### src/rtl/ddr3_init_mon_pkg.sv
package ddr3_init_mon_pkg;

    typedef enum logic [2:0] {
        CMD_MRS = 3'd0,
        CMD_REF = 3'd1,
        CMD_PRE = 3'd2,
        CMD_ACT = 3'd3,
        CMD_WR  = 3'd4,
        CMD_RD  = 3'd5,
        CMD_ZQ  = 3'd6,
        CMD_NOP = 3'd7
    } mem_cmd_e;

    typedef enum logic [3:0] {
        PH_POWER    = 4'd0,
        PH_CKE_WAIT = 4'd1,
        PH_MR2_DONE = 4'd2,
        PH_MR1_DONE = 4'd3,
        PH_MR0_DONE = 4'd4,
        PH_ZQ_DONE  = 4'd5,
        PH_PRE_DONE = 4'd6,
        PH_REF_DONE = 4'd7,
        PH_RUN      = 4'd8
    } phase_e;

    typedef enum logic [1:0] {
        ERR_NONE  = 2'd0,
        ERR_EARLY = 2'd1,
        ERR_BAD   = 2'd2,
        ERR_POWER = 2'd3
    } err_e;

    typedef struct packed {
        logic [5:0] code;
        logic       powered;
        mem_cmd_e   op;
    } bus_view_t;

    function automatic logic [5:0] pin_code(input logic rst_n, input logic cke,
                                            input logic cs_n, input logic ras_n,
                                            input logic cas_n, input logic we_n);
        return {~rst_n, ~cke, cs_n, ras_n, cas_n, we_n};
    endfunction

    function automatic mem_cmd_e code_to_op(input logic [5:0] code);
        if (code[3])
            return CMD_NOP;
        return mem_cmd_e'(code[2:0]);
    endfunction

endpackage

### src/rtl/ddr3_cmd_decode.sv
module ddr3_cmd_decode
    import ddr3_init_mon_pkg::*;
(
    input  logic      mem_reset_n,
    input  logic      mem_cke,
    input  logic      mem_cs_n,
    input  logic      mem_ras_n,
    input  logic      mem_cas_n,
    input  logic      mem_we_n,
    output bus_view_t view
);
    logic [5:0] code;

    always_comb begin
        code         = pin_code(mem_reset_n, mem_cke, mem_cs_n, mem_ras_n, mem_cas_n, mem_we_n);
        view.code    = code;
        view.powered = (code[5:4] == 2'b00);
        view.op      = code_to_op(code);
    end
endmodule

### src/rtl/ddr3_phase_counter.sv
module ddr3_phase_counter #(
    parameter int CNT_W = 12
) (
    input  logic             clk,
    input  logic             rst,
    input  logic             clr,
    input  logic             inc,
    output logic [CNT_W-1:0] count
);
    localparam logic [CNT_W-1:0] CNT_MAX = '1;

    always_ff @(posedge clk) begin
        if (rst || clr)
            count <= '0;
        else if (inc && count != CNT_MAX)
            count <= count + 1'b1;
    end
endmodule

### src/rtl/ddr3_step_rules.sv
module ddr3_step_rules
    import ddr3_init_mon_pkg::*;
#(
    parameter int CNT_W    = 12,
    parameter int BA_W     = 3,
    parameter int MIN_CKE  = 148,
    parameter int MIN_MRD  = 4,
    parameter int MIN_MOD  = 12,
    parameter int MIN_ZQ   = 513,
    parameter int MIN_RP   = 4
) (
    input  phase_e           phase,
    input  mem_cmd_e         op,
    input  logic [BA_W-1:0]  ba,
    input  logic             a10,
    input  logic [CNT_W-1:0] count,
    output logic             type_ok,
    output logic             gap_ok
);
    logic [CNT_W-1:0] min_gap;

    always_comb begin
        type_ok = 1'b0;
        min_gap = '0;
        unique case (phase)
            PH_CKE_WAIT: begin
                type_ok = (op == CMD_MRS) && (ba == BA_W'(2));
                min_gap = CNT_W'(MIN_CKE);
            end
            PH_MR2_DONE: begin
                type_ok = (op == CMD_MRS) && (ba == BA_W'(1));
                min_gap = CNT_W'(MIN_MRD);
            end
            PH_MR1_DONE: begin
                type_ok = (op == CMD_MRS) && (ba == BA_W'(0));
                min_gap = CNT_W'(MIN_MRD);
            end
            PH_MR0_DONE: begin
                type_ok = (op == CMD_ZQ) && a10;
                min_gap = CNT_W'(MIN_MOD);
            end
            PH_ZQ_DONE: begin
                type_ok = (op == CMD_PRE) && a10;
                min_gap = CNT_W'(MIN_ZQ);
            end
            PH_PRE_DONE: begin
                type_ok = (op == CMD_REF);
                min_gap = CNT_W'(MIN_RP);
            end
            default: ;
        endcase
        gap_ok = (count >= min_gap);
    end
endmodule

### src/rtl/ddr3_init_monitor.sv
module ddr3_init_monitor
    import ddr3_init_mon_pkg::*;
#(
    parameter int CNT_W    = 12,
    parameter int BA_W     = 3,
    parameter int MIN_CKE  = 148,
    parameter int MIN_MRD  = 4,
    parameter int MIN_MOD  = 12,
    parameter int MIN_ZQ   = 513,
    parameter int MIN_RP   = 4,
    parameter int REF_IDLE = 141
) (
    input  logic             clk,
    input  logic             rst,
    input  logic             mem_reset_n,
    input  logic             mem_cke,
    input  logic             mem_cs_n,
    input  logic             mem_ras_n,
    input  logic             mem_cas_n,
    input  logic             mem_we_n,
    input  logic [BA_W-1:0]  mem_ba,
    input  logic             mem_a10,
    output logic             err_pulse,
    output logic [1:0]       err_kind,
    output logic [3:0]       err_phase,
    output logic [3:0]       phase,
    output logic [CNT_W-1:0] phase_count,
    output logic             init_done
);
    localparam logic [CNT_W-1:0] REF_LAST = CNT_W'(REF_IDLE - 1);

    bus_view_t view;
    phase_e    phase_q, phase_d;
    err_e      kind_q, kind_d;
    logic      failed_q, raise, ctr_clr, ctr_inc;
    logic      type_ok, gap_ok;
    logic [3:0] err_phase_q;
    logic      pulse_q;

    ddr3_cmd_decode u_dec (
        .mem_reset_n (mem_reset_n),
        .mem_cke     (mem_cke),
        .mem_cs_n    (mem_cs_n),
        .mem_ras_n   (mem_ras_n),
        .mem_cas_n   (mem_cas_n),
        .mem_we_n    (mem_we_n),
        .view        (view)
    );

    ddr3_step_rules #(
        .CNT_W (CNT_W), .BA_W (BA_W), .MIN_CKE (MIN_CKE), .MIN_MRD (MIN_MRD),
        .MIN_MOD (MIN_MOD), .MIN_ZQ (MIN_ZQ), .MIN_RP (MIN_RP)
    ) u_rules (
        .phase   (phase_q),
        .op      (view.op),
        .ba      (mem_ba),
        .a10     (mem_a10),
        .count   (phase_count),
        .type_ok (type_ok),
        .gap_ok  (gap_ok)
    );

    ddr3_phase_counter #(.CNT_W(CNT_W)) u_ctr (
        .clk   (clk),
        .rst   (rst),
        .clr   (ctr_clr),
        .inc   (ctr_inc),
        .count (phase_count)
    );

    // Step sequencing: power loss outranks command type, type outranks spacing.
    always_comb begin
        phase_d = phase_q;
        kind_d  = ERR_NONE;
        raise   = 1'b0;
        ctr_clr = 1'b0;
        ctr_inc = 1'b0;
        if (!failed_q) begin
            if (phase_q == PH_POWER) begin
                if (view.powered) begin
                    phase_d = PH_CKE_WAIT;
                    ctr_clr = 1'b1;
                end else begin
                    ctr_inc = 1'b1;
                end
            end else if (!view.powered) begin
                raise  = 1'b1;
                kind_d = ERR_POWER;
            end else if (phase_q == PH_RUN) begin
                if (view.op == CMD_MRS) begin
                    raise  = 1'b1;
                    kind_d = ERR_BAD;
                end else begin
                    ctr_inc = 1'b1;
                end
            end else if (phase_q == PH_REF_DONE) begin
                if (view.op != CMD_NOP) begin
                    raise  = 1'b1;
                    kind_d = ERR_BAD;
                end else if (phase_count == REF_LAST) begin
                    phase_d = PH_RUN;
                    ctr_clr = 1'b1;
                end else begin
                    ctr_inc = 1'b1;
                end
            end else if (view.op == CMD_NOP) begin
                ctr_inc = 1'b1;
            end else if (!type_ok) begin
                raise  = 1'b1;
                kind_d = ERR_BAD;
            end else if (!gap_ok) begin
                raise  = 1'b1;
                kind_d = ERR_EARLY;
            end else begin
                phase_d = phase_e'(phase_q + 4'd1);
                ctr_clr = 1'b1;
            end
        end
    end

    always_ff @(posedge clk) begin
        if (rst) begin
            phase_q     <= PH_POWER;
            failed_q    <= 1'b0;
            kind_q      <= ERR_NONE;
            err_phase_q <= '0;
            pulse_q     <= 1'b0;
        end else begin
            phase_q <= phase_d;
            pulse_q <= raise;
            if (raise) begin
                failed_q    <= 1'b1;
                kind_q      <= kind_d;
                err_phase_q <= phase_q;
            end
        end
    end

    assign err_pulse = pulse_q;
    assign err_kind  = kind_q;
    assign err_phase = err_phase_q;
    assign phase     = phase_q;
    assign init_done = (phase_q == PH_RUN);

endmodule

### config.mk
export PLATFORM = sky130hd
export DESIGN_NAME = ddr3_init_monitor
export DESIGN_NICKNAME = d
export VERILOG_FILES = /design/src/rtl/ddr3_init_mon_pkg.sv /design/src/rtl/ddr3_cmd_decode.sv /design/src/rtl/ddr3_phase_counter.sv /design/src/rtl/ddr3_step_rules.sv /design/src/rtl/ddr3_init_monitor.sv
export SDC_FILE = /design/constraint.sdc
export NUM_CORES = 1
export LEC_CHECK = 0
export BUFFER_PORTS_ARGS = -buffer_cell sky130_fd_sc_hd__buf_4
export CORE_MARGIN = 4
export CORE_UTILIZATION = 30
export CTS_BUF_LIST = sky130_fd_sc_hd__clkbuf_16
export CTS_CLUSTER_DIAMETER = 150
export CTS_CLUSTER_SIZE = 25
export DETAILED_ROUTE_END_ITERATION = 12
export GPL_ROUTABILITY_DRIVEN = 1
export PLACE_DENSITY = 0.57
export SYNTH_ARGS = -nofsm -noshare
export SYNTH_HDL_FRONTEND = slang
export SYNTH_SLANG_ARGS = --single-unit
export TNS_END_PERCENT = 5
### constraint.sdc
create_clock -name clk -period 3.5 [get_ports clk]
set_clock_uncertainty 0.2 [all_clocks]
set_input_delay 0.525 -clock clk [delete_from_list [all_inputs] [get_ports clk]]
set_output_delay 0.525 -clock clk [all_outputs]
set_load 0.01 [all_outputs]
Word-level counts from Yosys, hierarchy flattened
Index checks and enable logic that the tools add are counted.
{"block": "classes", "n_addsub": 2, "multipliers": 0, "n_div": 0, "n_lt_le_gt_ge": 1, "n_eq_ne": 21, "n_shift": 0, "n_mux": 56, "bitwise": 3, "reduce_logical": 15}
{"op": "2-to-1 mux 4 bit", "count": 10}
{"op": "case mux 10 bit (4 select lines)", "count": 1}
{"op": "2-to-1 mux 1 bit", "count": 33}
{"op": "2-to-1 mux 2 bit", "count": 9}
{"op": "== test 4 x 3 -> 1 bit, second input constant", "count": 4}
{"op": "adder 12 x 1 -> 12 bit, second input constant", "count": 1}
{"op": "== test 12 x 8 -> 1 bit, second input constant", "count": 1}
{"op": ">= comparator 12 x 10 -> 1 bit", "count": 1}
{"op": "!= test 12 bit, second input constant", "count": 1}
{"op": "!= test 3 bit, second input constant", "count": 3}
{"op": "== test 4 x 2 -> 1 bit, second input constant", "count": 2}
{"op": "AND reduction 8 bit", "count": 1}
{"op": "== test 3 x 1 -> 1 bit, second input constant", "count": 2}
{"op": "== test 3 x 2 -> 1 bit, second input constant", "count": 2}
{"op": "== test 3 bit, second input constant", "count": 2}
{"op": "logical AND 1 bit", "count": 6}
{"op": "zero test 3 bit", "count": 2}
{"op": "2-to-1 mux 3 bit", "count": 2}
{"op": "case mux 1 bit (6 select lines)", "count": 1}
{"op": "nonzero test 3 bit", "count": 2}
{"op": "adder 4 x 1 -> 4 bit, second input constant", "count": 1}
{"op": "== test 4 x 1 -> 1 bit, second input constant", "count": 1}
{"op": "== test 4 bit, second input constant", "count": 1}
{"op": "zero test 4 bit", "count": 1}
{"op": "6 further kinds", "count": 8}
{"block": "totals", "register_bits": 24, "latch_bits": 0, "ramBits": 0, "mem_bits_ro": 0, "in_bits": 12, "out_inout_bits": 24, "wordCells": 104, "mem_count": 0}

Depth between registers and ports, before layout
Gate-level depths: netlist (run 1).
{"block": "logic_depth", "depth_word": 13, "ltp_mapped": 12, "mapped_depth_nobuf": 12}

By module
A second synthesis (run 1) with hierarchy kept.
{"block": "unflattened", "hier_cells": 214, "area_unflattened_um2": 1815.5}
{"mod": "ddr3_init_monitor", "n_inst": 1, "cells_each": 91, "area_each_um2": 835.8, "seq_area_each_um2": 240.2}
{"mod": "ddr3_phase_counter", "n_inst": 1, "cells_each": 72, "area_each_um2": 630.6, "seq_area_each_um2": 240.2}
{"mod": "ddr3_step_rules", "n_inst": 1, "cells_each": 41, "area_each_um2": 286.5, "seq_area_each_um2": 0.0}
{"mod": "ddr3_cmd_decode", "n_inst": 1, "cells_each": 10, "area_each_um2": 62.6, "seq_area_each_um2": 0.0}

Worst setup path before layout (run 1)
OpenSTA, ideal clock, no wires.
{"block": "synth_timing", "path_type": "reg-to-reg", "start": "register phase_q[2], in the netlist phase[2]", "end": "register u_ctr.count[2]", "setup_ns": 0.062, "arrival_time_ns": 2.578, "required_time_ns": 3.238, "path_slack_ns": 0.659, "stages_incl_launch_ff": 12, "path_buffers": 2, "period_less_slack_ns": 2.841, "path_cell_list": "dfxtp_1 -> buf_2 -> nor2b_1 -> nand2_1 -> inv_1 -> ha_1 -> or4b_1 -> a21oi_1 -> o211ai_2 -> a311o_2 -> buf_6 -> nor2_2"}
{"block": "synth_via", "elab_chain_len": 13, "elab_cells_between_ends": 28, "cone_classes": "order compare: 1; eq/ne: 8; mux: 15; reduce/logical: 4"}
{"element": "start: declaration", "line_no": "ddr3_init_monitor.sv:33", "rtl": "phase_e phase_q, phase_d;"}
{"element": "start signal: assignment", "line_no": "ddr3_init_monitor.sv:129", "rtl": "phase_q <= phase_d;"}
{"element": "== test 4 x 2 -> 1 bit or == test 4 x 3 -> 1 bit (tied branches)", "line_no": "ddr3_step_rules.sv:25", "rtl": "unique case (phase)"}
{"element": "OR reduction 3 bit (no line)"}
{"element": "case mux 10 bit (4 select lines)", "line_no": "ddr3_step_rules.sv:25"}
{"element": ">= comparator 12 x 10 -> 1 bit", "line_no": "ddr3_step_rules.sv:52", "rtl": "gap_ok = (count >= min_gap);"}
{"element": "2-to-1 mux 1 bit", "line_no": "ddr3_init_monitor.sv:111", "rtl": "end else if (!gap_ok) begin"}
{"element": "2-to-1 mux 1 bit", "line_no": "ddr3_init_monitor.sv:108", "rtl": "end else if (!type_ok) begin"}
{"element": "2-to-1 mux 1 bit", "line_no": "ddr3_init_monitor.sv:106", "rtl": "end else if (view.op == CMD_NOP) begin"}
{"element": "2-to-1 mux 1 bit", "line_no": "ddr3_init_monitor.sv:96", "rtl": "end else if (phase_q == PH_REF_DONE) begin"}
{"element": "2-to-1 mux 1 bit", "line_no": "ddr3_init_monitor.sv:89", "rtl": "end else if (phase_q == PH_RUN) begin"}
{"element": "2-to-1 mux 1 bit", "line_no": "ddr3_init_monitor.sv:86", "rtl": "end else if (!view.powered) begin"}
{"element": "2-to-1 mux 1 bit", "line_no": "ddr3_init_monitor.sv:79", "rtl": "if (phase_q == PH_POWER) begin"}
{"element": "2-to-1 mux 1 bit", "line_no": "ddr3_init_monitor.sv:78", "rtl": "if (!failed_q) begin"}
{"element": "logical OR 1 bit", "line_no": "ddr3_phase_counter.sv:13", "rtl": "if (rst || clr)"}
{"element": "end signal: assignment", "line_no": "ddr3_phase_counter.sv:16", "rtl": "count <= count + 1'b1;"}
{"element": "end: declaration", "line_no": "ddr3_phase_counter.sv:8", "rtl": "output logic [CNT_W-1:0] count"}
Several ways; a longest one is shown, not always the timed one.
A chain may end at the register's enable or synchronous reset.

Worst setup path in the final report (run 1)
{"block": "layout_timing", "start": "register phase_q[2], in the netlist phase[2]", "end": "register u_ctr.count[1]"}
Same word-level chain as after synthesis.

==> key figures, run 1 <==
Outcome
  • Status: finished, final reports clean

Floorplanning
  • Io pins: 36
  • Die H: 84.3 um
  • CORE AREA: 5570 um^2
  • Row count: 27
  • Die Area: 7110 um^2
  • Starting Density: 31.3%
  • Die W: about 84 um

Drt
  • Number of nets still failing antenna checks after routing: 0
  • Routed WL: 4.55 mm
  • Vias/cell: 5.20
  • 1st-iter DRT viols: between 80 and 90
  • Routed len/inst: 14.6 um
  • DRT Pass-1 Iters: 4
  • Vias: approximately 1600
  • DRC violations left: 0

Layout
  • Antenna fix cells: 0
  • P&R area growth vs syn: 22.6%
  • FILL cells: 573
  • Non-filler cells, final: 311
  • Final Util: 38.4%
  • Post-layout nets: 264
  • Register Area: 480 um^2
  • Layout cells sized above 1: about 27%
  • Multi-input logic area: between 1000 and 1500 um^2

Timing
  • Final Hold Viols: 0
  • Post-layout min period: 3.19 ns
  • Fin Setup TNS: 0 ns
  • Worst-margin pin slew: roughly 0.43 ns
  • Final Cycle Share: between 90% and 100%
  • Final Max Tran Viols: 0
  • Setup-failing EPs final: 0
  • F_max: 314 MHz
  • Final Worst Setup Slack: 0.312 ns
  • RSZ-0062 raised after global routing: false
  • Final hold slack: 0.281 ns
  • Slew margin rel.: 71.3%

Power
  • Pleak: 0.821 nW
  • Peak supply drop: 0.000150 V
  • Pwr dens: between 300 and 400 nW/um^2

Yosys
  • Post-synth ARST share: 0%
  • Most common flop cell mapped by yosys: dfxtp_1
  • Sequential fraction of the synthesis area: 27.5%
  • Mapped Avg Cell Area: around 8.5 um^2
  • Syn_nets: 230
  • Number of enable flip-flop cells after synthesis: 0
  • Syn Inst Count: 206
  • Netlist Area Pre-Place: 1750 um^2
  • Distinct cells, synth: 54
  • Yosys reg bits: 24
  • Synthesis Warnings: 0

Clock tree
  • Cts bufs inserted: 3
  • CTS resizes: 0
  • Clock latency on the worst-skew pair: 0.26 ns
  • Post-CTS setup repair buffer count: 0
  • CTS tree: built
  • Htree depth: 1
  • CTS sink cnt: 24
  • Hold_buf cts: 0
  • Clock Tree Buf Depth: 2
  • Clock root cell: clkbuf_16
  • Worst-path clk slew: 0.06 ns

Placed design
  • GPL Wtd Cong: 0.848
  • Detailed placer's ending HPWL: 3.38 mm
  • Port Buffers: 35
  • Placed cell count: around 310
  • DP Worst Slack: 0.379 ns

Global routing
  • GRT Total Usage: 13.1%
  • Congestion Overflow GR: 0
  • Largest net degree at the start of global routing: 17
  • Vias in the first global route: 1555
  • Initial antenna violation count: 0
  • Global-route wire length before repair: 7.76 mm

Worst setup path
  • FF-to-FF End: u_ctr.count[1]
  • Reg2reg path depth: 9
  • Max FO, Critical Path: 12
  • Crit path kind: reg2reg
  • Reg2reg start: phase[2]
  • Crit. End Element: register
  • Setup crit start kind: register
  • R2R Setup Slk: 0.31 ns
  • Crit path arrival time: ~3.2 ns
  • Worst Path Required: 3.49 ns

Worst hold path
  • Hold Crit Start: err_phase[2]
  • Hold Path Stages: 2
  • Hold WC Path Type: reg2reg
  • Worst Hold End: err_phase[2]

Flow run
  • Max Cap Violations: 0
[per-layer routing]
metal | vias up | GRT usage, % | share of wire [%]
met2 | 32 | 19.4 | 45
met1 | 761 | 18.8 | 49
met5 | - | 0 | 0
met3 | 7 | 1.77 | 3.7
li1 | 818 | - | -
met4 | 0 | 5.41 | 1.8
[worst max-delay path: stages, from the launching register on]
cell      delay [ns]
dfxtp_1         0.58
nor2b_1         0.34
nand2_1         0.15
inv_1           0.08
ha_1            0.21
or4b_1          0.47
a21oi_1         0.17
o211ai_2        0.20
a311o_2         0.57
a21oi_1         0.16
[state kept, by name, indices dropped and copies added, names as in the netlist]
register	cells
err_pulse	1
failed_q	1
err_kind	2
err_phase	4
phase	4
u_ctr.count	12
[layout by cell type, fill, tap and decap left out, types with 4 or more instances in the layout]
master,synthesis,layout
buf_4,0,37
nor2_1,14,14
xnor2_1,11,11
nand2_1,14,14
nand4_1,7,7
mux2i_1,6,6
a31oi_1,4,4
o21ai_0,5,5
inv_1,11,11
nor3_1,7,7
ha_1,12,12
nor2_2,10,10
nand3_1,4,4
nand2b_1,9,9
a21oi_1,6,6
nor4_1,11,11
dfxtp_1,24,24
[kinds of logic (layout without fill, tap and decap cells)]
group | count (synthesis) | count (layout) | share of synthesized area [%]
buf+inv | 20 | 53 | 5.52
compound gates | 34 | 34 | 15.0
flops | 24 | 24 | 27.5
mux | 6 | 6 | 3.44
fa+ha+maj | 12 | 12 | 8.60
xor+xnor | 12 | 12 | 6.02
simple gates | 98 | 98 | 33.9
[per-stage QoR]
stage	area [um^2]	power [mW]
5_1_grt	2140	0.749
4_1_cts	2140	0.720
3_3_place_gp	2060	0.467
6_report	2140	0.715
3_5_place_dp	2060	0.468
2_1_floorplan	1750	0.415
[synth_stat cells, types with 2 or more instances]
library cell	instances	area [um^2]
a21oi_1	6	30.0
a31oi_1	4	25.0
and3b_1	2	17.5
buf_2	5	25.0
buf_6	2	22.5
dfxtp_1	24	480
ha_1	12	150
inv_1	11	41.3
mux2i_1	6	60.1
nand2_1	14	52.6
nand2b_1	9	56.3
nand3_1	4	20.0
nand4_1	7	43.8
nor2_1	14	52.6
nor2_2	10	62.6
nor3_1	7	35.0
nor3b_1	3	22.5
nor4_1	11	68.8
nor4bb_1	2	20.0
o21a_1	2	15.0
o21ai_0	5	25.0
o21bai_1	2	15.0
or3_1	3	18.8
xnor2_1	11	96.3
[worst max path at each step]
stage          startpoint        endpoint  slack (ns)  cells past startpoint
6_report         phase[2]  u_ctr.count[1]        0.31                      9
3_3_place_gp     phase[2]  u_ctr.count[1]        0.43                      9
3_5_place_dp     phase[2]  u_ctr.count[1]        0.38                      9
4_1_cts          phase[2]  u_ctr.count[1]        0.34                      9
2_1_floorplan    phase[2]  u_ctr.count[2]        0.66                     11
5_1_grt          phase[2]  u_ctr.count[1]        0.08                      9
[where the power goes]
group          internal [mW]  leakage (nW)  switching, mW  total (mW)
Combinational         0.0668         0.588         0.0927       0.159
Clock                  0.153        0.0385         0.0998       0.253
Sequential             0.285         0.194         0.0172       0.302
[area by class of cell]
| type | instances | share of cell area (%) |
|---|---|---|
| Clock inverter | 1 | 0.175 |
| Multi-Input combinational cell | 162 | 54.6 |
| Inverter | 12 | 2.10 |
| Clock buffer | 3 | 3.50 |
| Tap cell | 72 | 4.21 |
| Timing Repair Buffer | 37 | 13.0 |
| Sequential cell | 24 | 22.4 |
(Power assumes the default switching activity.)
==> run 2, diff against run 1 <==
--- a/config.mk
+++ b/config.mk
@@ -5,6 +5,7 @@
 export SDC_FILE = /design/constraint.sdc
 export NUM_CORES = 1
 export LEC_CHECK = 0
+export ABC_CLOCK_PERIOD_IN_PS = 3500
 export BUFFER_PORTS_ARGS = -buffer_cell sky130_fd_sc_hd__buf_4
 export CORE_MARGIN = 4
 export CORE_UTILIZATION = 30
@@ -13,6 +14,7 @@
 export CTS_CLUSTER_SIZE = 25
 export DETAILED_ROUTE_END_ITERATION = 12
 export GPL_ROUTABILITY_DRIVEN = 1
+export MAX_ROUTING_LAYER = met4
 export PLACE_DENSITY = 0.57
 export SYNTH_ARGS = -nofsm -noshare
 export SYNTH_HDL_FRONTEND = slang
==> key figures, run 2 (synthesis results as in run 1) <==
Floorplanning
  • Die Area: 7110 um^2 (unchanged)
  • Io pins: 36 (unchanged)
  • Row count: 27 (unchanged)
  • Starting Density: 31.3% (unchanged)
  • Die W: 84.3 um (unchanged)
  • CORE AREA: 5570 um^2 (unchanged)
  • Die H: 84.3 um (unchanged)

Layout
  • Post-layout nets: 264 (unchanged)
  • Layout cells sized above 1: 26.8% (unchanged)
  • P&R area growth vs syn: 22.6% (unchanged)
  • Non-filler cells, final: 311 (unchanged)
  • Top reg by flops: u_ctr.count (unchanged)
  • Final non-filler cell area: 2140 um^2 (unchanged)
  • FILL cells: 573 (unchanged)
  • Multi-input logic area: 1170 um^2 (unchanged)
  • Register Area: 480 um^2 (unchanged)
  • Max reg flops: 12 (unchanged)
  • Antenna fix cells: 0 (unchanged)
  • Commonest non-fill, non-tap cell in the layout: buf_4 (unchanged)
  • Commonest cells after routing, fill and taps aside: buf_4 (37), dfxtp_1 (24), nand2_1 (14), nor2_1 (14), ha_1 (12) (unchanged)
  • Final Util: 38.4% (unchanged)

Worst setup path
  • Max FO, Critical Path: 12 (unchanged)
  • Worst Path Required: 3.49 ns (about the same)
  • Crit. End Element: register (unchanged)
  • Worst-path cell chain: nor2b_1 -> nand2_1 -> inv_1 -> ha_1 -> or4b_1 -> a21oi_1 -> o211ai_2 -> a311o_2 -> a21oi_1 (unchanged)
  • Critical Path Max Stage Delay: 0.57 ns (was 0.58 ns)
  • Crit path kind: reg2reg (unchanged)
  • Crit path arrival time: 3.17 ns (was 3.18 ns)
  • Setup crit start kind: register (unchanged)
  • CP dominant cell by count: a21oi_1 (unchanged)
  • Slowest-stage cell, CP: dfxtp_1 (unchanged)

Global routing
  • GRT Total Usage: 13.4% (was 13.1%)
  • Initial antenna violation count: 0 (unchanged)
  • Congestion Overflow GR: 0 (unchanged)
  • M3 GR Usage: 1.57% (was 1.77%)
  • GRT met1 Usage: 18.9% (was 18.8%)
  • Vias in the first global route: 1555 (unchanged)
  • GR peak layer: met2 (unchanged)
  • Largest net degree at the start of global routing: 17 (unchanged)
  • Met2 GRT Util: 19.4% (about the same)
  • Global-route wire length before repair: 7.73 mm (was 7.76 mm)

Power
  • Pleak: 0.821 nW (unchanged)
  • Switch Pwr: 210 uW (about the same)
  • Logic pwr share: 22.3% (about the same)
  • Pwr dens: 334 nW/um^2 (about the same)
  • Sw Ratio: 29.3% (about the same)
  • Clock power frac: 35.3% (was 35.4%)
  • Seq pwr share: 42.3% (about the same)
  • Power Internal: 505 uW (about the same)
  • Peak supply drop: 0.000151 V (was 0.000150 V)

Drt
  • DRT Pass-1 Iters: 4 (unchanged)
  • DRC violations left: 0 (unchanged)
  • Routed WL: 4.57 mm (was 4.55 mm)
  • Vias/cell: 5.18 (was 5.20)
  • Number of nets still failing antenna checks after routing: 0 (unchanged)
  • Vias: 1612 (was 1618)
  • Routed len/inst: 14.7 um (was 14.6 um)
  • 1st-iter DRT viols: 73 (was 81)

Clock tree
  • Cts bufs inserted: 3 (unchanged)
  • Clock root cell: clkbuf_16 (unchanged)
  • Hold_buf cts: 0 (unchanged)
  • Worst-path clk slew: 0.06 ns (about the same)
  • CTS sink cnt: 24 (unchanged)
  • Htree depth: 1 (unchanged)
  • Clock Tree Buf Depth: 2 (unchanged)
  • CTS resizes: 0 (unchanged)
  • Post-CTS setup repair buffer count: 0 (unchanged)
  • Clock latency on the worst-skew pair: 0.26 ns (about the same)
  • CTS tree: built (unchanged)

Timing
  • Post-layout min period: 3.18 ns (was 3.19 ns)
  • F_max: 315 MHz (was 314 MHz)
  • Worst-margin pin slew: 0.424 ns (was 0.429 ns)
  • Final Max Tran Viols: 0 (unchanged)
  • Fin Setup TNS: 0 ns (unchanged)
  • RSZ-0062 raised after global routing: false (unchanged)
  • Final Cycle Share: 90.8% (was 91.1%)
  • Slew margin rel.: 71.6% (was 71.3%)
  • Final Worst Setup Slack: 0.322 ns (was 0.312 ns)
  • Final Hold Viols: 0 (unchanged)
  • Setup-failing EPs final: 0 (unchanged)

Outcome
  • Status: finished, final reports clean (unchanged)

Placed design
  • GPL Wtd Cong: 0.862 (was 0.848)
  • Placed cell count: 307 (unchanged)
  • Detailed placer's ending HPWL: 3.38 mm (unchanged)
  • Area post-placement: 2060 um^2 (unchanged)
  • DP Worst Slack: 0.379 ns (unchanged)
  • Port Buffers: 35 (unchanged)

Flow run
  • Max Cap Violations: 0 (unchanged)

Worst hold path
  • Hold WC Path Type: reg2reg (unchanged)
==> run 2: layer usage <==
layer | up-vias | part of all wire, %
li1 | 817 | -
met1 | 759 | 50
met2 | 29 | 45
met3 | 7 | 3.3
met4 | 0 | 1.8
met5 | - | 0
==> run 2: cell type report <==
cell class,count,area share [%]
Clock buffer,3,3.50
Timing Repair Buffer,37,13.0
Sequential cell,24,22.4
Tap cell,72,4.21
Inverter,12,2.10
Clock inverter,1,0.175
Multi-Input combinational cell,162,54.6
==> run 2: power groups by stage <==
stage	Clock, mW	Combinational [mW]	Sequential, mW
2_1_floorplan	0	0.107	0.308
3_3_place_gp	0	0.159	0.308
3_5_place_dp	0	0.159	0.308
4_1_cts	0.258	0.160	0.302
5_1_grt	0.266	0.178	0.305
6_report	0.253	0.160	0.302
==> run 2: per-stage QoR <==
step | hold slack, ns | total power, mW
floorplan | 0.268 | 0.415
global route | 0.311 | 0.749
CTS | 0.285 | 0.720
finish | 0.280 | 0.715
global placement | 0.266 | 0.467
detailed placement | 0.273 | 0.468
==> run 2: critical path, delay by kind of cell (launching register included) <==
kind / cells / cell delay (ns)
simple gates: 3 / 0.96
fa+ha+maj: 1 / 0.21
flops: 1 / 0.57
compound gates: 4 / 1.10
buf+inv: 1 / 0.08
==> run 2: path summary, 6_finish.rpt <==
kind	slack, ns	startpoint	cells after the start	endpoint
min	0.28	err_phase[2]	2	err_phase[2]
max reg2reg	0.32	phase[2]	9	u_ctr.count[1]
min reg2reg	0.28	err_phase[2]	2	err_phase[2]
max	0.32	phase[2]	9	u_ctr.count[1]
